===== src/rtl/otp_pkg.sv =====
package otp_pkg;
  localparam int DATA_W = 8;
  typedef logic [DATA_W-1:0] word_t;
  typedef enum logic [1:0] {OP_IDLE, OP_READ, OP_PROG} op_t;
endpackage


===== src/rtl/otp_addr_ctr.sv =====
module otp_addr_ctr #(
  parameter int DEPTH = 16,
  localparam int AW = (DEPTH > 1) ? $clog2(DEPTH) : 1
) (
  input  logic          clk,
  input  logic          rst_n,
  input  logic          addr_clr,
  input  logic          addr_clk,
  output logic [AW-1:0] addr
);
  localparam logic [AW-1:0] LAST = AW'(DEPTH - 1);

  logic aclk_q;
  logic step;

  assign step = addr_clk & ~aclk_q;

  always_ff @(posedge clk) begin
    if (!rst_n) begin
      aclk_q <= 1'b0;
      addr   <= '0;
    end else begin
      aclk_q <= addr_clk;
      if (addr_clr)        addr <= '0;
      else if (step) begin
        if (addr == LAST)  addr <= '0;
        else               addr <= addr + 1'b1;
      end
    end
  end


  clear_hold_chk: assert property (@(posedge clk) disable iff (!rst_n)
    addr_clr |=> addr == '0);

  single_step_chk: assert property (@(posedge clk) disable iff (!rst_n)
    (!addr_clr && step && addr != LAST) |=> addr == AW'($past(addr) + 1'b1));

  no_edge_hold_chk: assert property (@(posedge clk) disable iff (!rst_n)
    (!addr_clr && !step) |=> $stable(addr));

  wrap_zero_chk: assert property (@(posedge clk) disable iff (!rst_n)
    (!addr_clr && step && addr == LAST) |=> addr == '0);
endmodule


===== src/rtl/otp_bus_ctl.sv =====
module otp_bus_ctl
  import otp_pkg::*;
(
  input  logic clk,
  input  logic rst_n,
  input  logic prog_en,
  input  logic ce_n,
  input  logic oe_n,
  input  logic pgm_n,
  output logic drive,
  output logic wr_en
);
  logic pgm_q;
  logic pgm_fall;
  op_t  op;

  assign pgm_fall = pgm_q & ~pgm_n;

  always_ff @(posedge clk) begin
    if (!rst_n) pgm_q <= 1'b1;
    else        pgm_q <= pgm_n;
  end

  always_comb begin
    op = OP_IDLE;
    if (!ce_n) begin
      if (!oe_n)                    op = OP_READ;
      else if (pgm_fall && prog_en) op = OP_PROG;
    end
  end

  assign drive = (op == OP_READ);
  assign wr_en = (op == OP_PROG);


  chip_off_quiet_chk: assert property (@(posedge clk) disable iff (!rst_n)
    ce_n |-> (!drive && !wr_en));

  no_write_in_output_chk: assert property (@(posedge clk) disable iff (!rst_n)
    !oe_n |-> !wr_en);

  read_only_mode_chk: assert property (@(posedge clk) disable iff (!rst_n)
    !prog_en |-> !wr_en);
endmodule


===== src/rtl/otp_cell_array.sv =====
module otp_cell_array
  import otp_pkg::*;
#(
  parameter int DEPTH = 16,
  localparam int AW = (DEPTH > 1) ? $clog2(DEPTH) : 1
) (
  input  logic          clk,
  input  logic          rst_n,
  input  logic          wr_en,
  input  logic [AW-1:0] addr,
  input  word_t         wdata,
  output word_t         rdata
);
  word_t cells [DEPTH];

  for (genvar g = 0; g < DEPTH; g++) begin : g_word
    always_ff @(posedge clk) begin
      if (!rst_n)                            cells[g] <= '1;
      else if (wr_en && addr == AW'(g))      cells[g] <= cells[g] & wdata;
    end


    bits_only_fall_chk: assert property (@(posedge clk) disable iff (!rst_n)
      1'b1 |=> (cells[g] & ~$past(cells[g])) == '0);
  end

  assign rdata = cells[addr];
endmodule


===== src/rtl/otp_prog_port.sv =====
module otp_prog_port
  import otp_pkg::*;
#(
  parameter int DEPTH = 16
) (
  input  logic       clk,
  input  logic       rst_n,
  input  logic       prog_en,
  input  logic       addr_clr,
  input  logic       addr_clk,
  input  logic       ce_n,
  input  logic       oe_n,
  input  logic       pgm_n,
  input  logic [7:0] bus_in,
  output logic [7:0] bus_out,
  output logic       bus_drive
);
  localparam int AW = (DEPTH > 1) ? $clog2(DEPTH) : 1;

  logic [AW-1:0] addr;
  logic          wr_en;
  logic          drive;
  word_t         rd_word;

  otp_addr_ctr #(.DEPTH(DEPTH)) u_ctr (
    .clk(clk), .rst_n(rst_n), .addr_clr(addr_clr), .addr_clk(addr_clk), .addr(addr)
  );

  otp_bus_ctl u_ctl (
    .clk(clk), .rst_n(rst_n), .prog_en(prog_en), .ce_n(ce_n), .oe_n(oe_n),
    .pgm_n(pgm_n), .drive(drive), .wr_en(wr_en)
  );

  otp_cell_array #(.DEPTH(DEPTH)) u_arr (
    .clk(clk), .rst_n(rst_n), .wr_en(wr_en), .addr(addr), .wdata(bus_in),
    .rdata(rd_word)
  );

  assign bus_drive = drive;
  assign bus_out   = drive ? rd_word : '0;


  out_zero_when_input_chk: assert property (@(posedge clk) disable iff (!rst_n)
    !bus_drive |-> bus_out == '0);

  write_excl_drive_chk: assert property (@(posedge clk) disable iff (!rst_n)
    wr_en |-> !bus_drive);
endmodule


===== config.mk =====
export PLATFORM = sky130hd
export DESIGN_NAME = otp_prog_port
export DESIGN_NICKNAME = d
export VERILOG_FILES = /design/src/rtl/otp_pkg.sv /design/src/rtl/otp_addr_ctr.sv /design/src/rtl/otp_bus_ctl.sv /design/src/rtl/otp_cell_array.sv /design/src/rtl/otp_prog_port.sv
export SDC_FILE = /design/constraint.sdc
export NUM_CORES = 1
export LEC_CHECK = 0
export BUFFER_PORTS_ARGS = -buffer_cell sky130_fd_sc_hd__buf_2
export CORE_MARGIN = 4
export CORE_UTILIZATION = 30
export DETAILED_ROUTE_END_ITERATION = 8
export SETUP_SLACK_MARGIN = 0.1
export SLEW_MARGIN = 20
export SYNTH_ARGS = -nofsm -noshare
export SYNTH_HDL_FRONTEND = slang
export SYNTH_SLANG_ARGS = --single-unit

===== constraint.sdc =====
create_clock -name clk -period 3.05 [get_ports clk]
set_clock_uncertainty 0.15 [all_clocks]
set_input_delay 0.61 -clock clk [delete_from_list [all_inputs] [get_ports clk]]
set_output_delay 0.61 -clock clk [all_outputs]
set_load 0.01 [all_outputs]

==> impl_metrics.json <==
{
  "grtUsageMet1_pct": 18.7,
  "ant_nets": 0,
  "switching_share_pct": 22.2,
  "p_leak_nw": 2.15,
  "async_flop_share_pct": 0,
  "yosysSeqAreaShare_pct": 60.8,
  "fin_nets": 557,
  "required_ns": 2.29,
  "ys_ff_latch": 138,
  "slew_viol_final": 0,
  "synth_area_sq_um": 6650,
  "fill_cells": 2100,
  "die_h_um": 157,
  "start_kind": "flip-flop",
  "ys_top_cells_by_count": "edfxtp_1, a21o_1, nand2_1",
  "die_w_um": 157,
  "cp.arrival_ns": 2.16,
  "clockBufferDepth": 2,
  "min_period_ns": 2.92,
  "instances_no_fill": 831,
  "power_frac_clock_pct": 47.4,
  "hold_class": "input port to flip-flop",
  "status": "completed",
  "syn_inst": 497,
  "htreeDepth": 4,
  "synthDistinctLibCells": 38,
  "worstPathMaxFanout": 6,
  "initial_core_util_pct": 30.5,
  "yosys.area.top_type": "edfxtp_1",
  "io_buffers": 24,
  "dp_cells": 794,
  "tightestPinTransition_ns": 0.571,
  "fin_util_pct": 35.9,
  "ir_drop_mv": 0.384,
  "coreArea_sq_um": 21800,
  "track_usage_pct": 14.5,
  "fin_tns_setup_ns": 0,
  "io_pins": 25,
  "finalCritPeriodShare_pct": 95.9,
  "combPwrFrac_pct": 4.6,
  "yosysMostFrequentCell": "edfxtp_1",
  "synth_edf_count": 128,
  "via_per_inst": 5.33,
  "drc": 0,
  "drive_gt1_share_pct": 23.1,
  "globalplace.congestion": 0.819,
  "switchingPower_w": 0.000954,
  "yosys_warnings": 0,
  "drt_iter0_drc": 342,
  "totalWireLength_um": 17400,
  "place_hpwl_um": 12400,
  "wl_per_cell_um": 20.9,
  "syn_area_per_cell_sq_um": 13.4,
  "grt_util_met3_pct": 3.54,
  "cellInternalPower_w": 0.00335,
  "path_class": "flip-flop to output pin",
  "cts_made_buffers": 17,
  "synth_top_cell_area_share_pct": 57.8,
  "grt_max_degree": 24,
  "gr-total-overflow": 0,
  "synth_nets": 517,
  "dr.pass1.iters": 5,
  "grt_pass1_vias": 4549,
  "r2r_start": "u_ctr.addr[0]",
  "dieArea_sq_um": 24600,
  "hp-start": "pgm_n",
  "clock_sinks": 138,
  "grt_pass1_wl_um": 26900,
  "cts_hold_buf": 0,
  "max_clock_freq_ghz": 0.342,
  "clk_pin_slew_ns": 0.06,
  "slew_headroom_pct": 61.7,
  "row_count": 54,
  "hold_viol": 0,
  "gr-usage-met2_pct": 23.9,
  "cp-end-kind": "output pin",
  "antenna_found_initial": 1,
  "syn_to_final_growth_pct": 17.8,
  "gr-max-usage-layer": "met2",
  "ys.flop_type": "edfxtp_1",
  "vias": 4430,
  "p_per_area_nw_per_um2": 550,
  "synth.top_cells.by_area": "edfxtp_1, a21o_1, mux4_2, nand2_1, dfxtp_1",
  "dpl_cell_area_sq_um": 7160,
  "drv_cap": 0,
  "finish.instance_area_sq_um": 7840,
  "cts_tree": "done",
  "clkLatencyLatePin_ns": 0.42,
  "rsz0062_at_grt": "true",
  "cts_root_buffer": "clkbuf_16",
  "holdWs_ns": 0.235,
  "pwr-share-seq_pct": 48.0,
  "finalSetupViolations": 0
}
-- path summary, 6_finish.rpt --
kind                                            to  slack [ns]  cells past startpoint
worst min register to register   u_arr.cells[2][4]        0.40                      2
worst max register to register  u_arr.cells[14][4]        1.06                      5
worst min-delay path                   u_ctl.pgm_q        0.23                      2
worst max-delay path                    bus_out[4]        0.13                      5
-- cell type report --
| type | count | area, sq um | area share (%) |
|---|---|---|---|
| Sequential cell | 138 | 4050 | 51.7 |
| Multi-Input combinational cell | 325 | 2460 | 31.5 |
| Clock buffer | 18 | 439 | 5.61 |
| Timing Repair Buffer | 51 | 367 | 4.68 |
| Tap cell | 280 | 350 | 4.47 |
| Clock inverter | 14 | 145 | 1.85 |
| Inverter | 4 | 15.0 | 0.192 |
| Antenna cell | 1 | 2.50 | 0.0319 |
-- cell families (layout without fill, tap and decap cells) --
kind of cell | count (synthesis) | in the layout | synth area share (%)
multiplexers | 38 | 38 | 10.7
XOR/XNOR | 1 | 1 | 0.132
other | 0 | 1 | 0
AND/OR/NAND/NOR | 145 | 145 | 10.3
AO/OA/AOI/OAI | 137 | 137 | 14.8
buffers and inverters | 34 | 87 | 2.48
flip-flops | 138 | 138 | 60.8
adder cells (fa/ha/maj) | 4 | 4 | 0.753
-- per-stage QoR --
stage / setup slack, ns / total power [W]
after CTS: 0.107 / 0.00434
after global placement: 0.454 / 0.00229
final: 0.126 / 0.00431
after global routing: 0.0739 / 0.00446
after detailed placement: 0.385 / 0.00230
after floorplan: 0.642 / 0.00222
-- cells in the final DEF (no fill, tap or decap), drive strengths merged, types with 2 or more instances in the layout --
| cell | n |
|---|---|
| a21o | 96 |
| o211ai | 5 |
| nand4 | 4 |
| bufinv | 2 |
| nand2 | 91 |
| edfxtp | 128 |
| nor2 | 9 |
| clkinvlp | 4 |
| and2 | 3 |
| and3 | 5 |
| mux2i | 7 |
| o31ai | 2 |
| o22a | 2 |
| a221o | 2 |
| nor2b | 7 |
| ha | 4 |
| clkbuf | 18 |
| mux4 | 25 |
| nor3 | 7 |
| mux2 | 6 |
| o21ai | 18 |
| inv | 7 |
| a22oi | 2 |
| a32oi | 3 |
| a211oi | 4 |
| buf | 51 |
| a21oi | 3 |
| nand2b | 5 |
| clkinv | 5 |
| dfxtp | 10 |
| nand3 | 12 |
-- sequential cells by signal, indices dropped and copies added, names as in the netlist, named ones only --
register      count
u_arr.cells     128
u_ctr.addr        4
u_ctl.pgm_q       1
u_ctr.aclk_q      1
-- critical path, stage by stage (launching register included) --
cell     delay [ns]
dfxtp_4        0.42
buf_8          0.16
mux4_2         0.52
and3_4         0.19
a221o_1        0.29
buf_2          0.15
-- per-layer routing --
layer  part of all wire, %  up-vias
li1                      -     1990
met2                    50      156
met5                     0        -
met4                   2.4        0
met3                   5.7       31
met1                    42     2253
-- power groups by stage --
| stage | combinational [W] | clock (W) | sequential (W) |
|---|---|---|---|
| 6_report | 0.000198 | 0.00204 | 0.00207 |
| 5_1_grt | 0.000212 | 0.00218 | 0.00207 |
| 4_1_cts | 0.000196 | 0.00207 | 0.00207 |
| 3_5_place_dp | 0.000187 | 0 | 0.00211 |
| 3_3_place_gp | 0.000183 | 0 | 0.00211 |
| 2_1_floorplan | 0.000112 | 0 | 0.00211 |
-- repair_timing --
action,4_1_cts,5_1_grt
pin swaps,0,1
cloned,1,0
resized for setup,8,7
endpoints found under the setup margin,6,5
buffers inserted,3,0
Note: power is estimated with default switching activity, not from simulation.
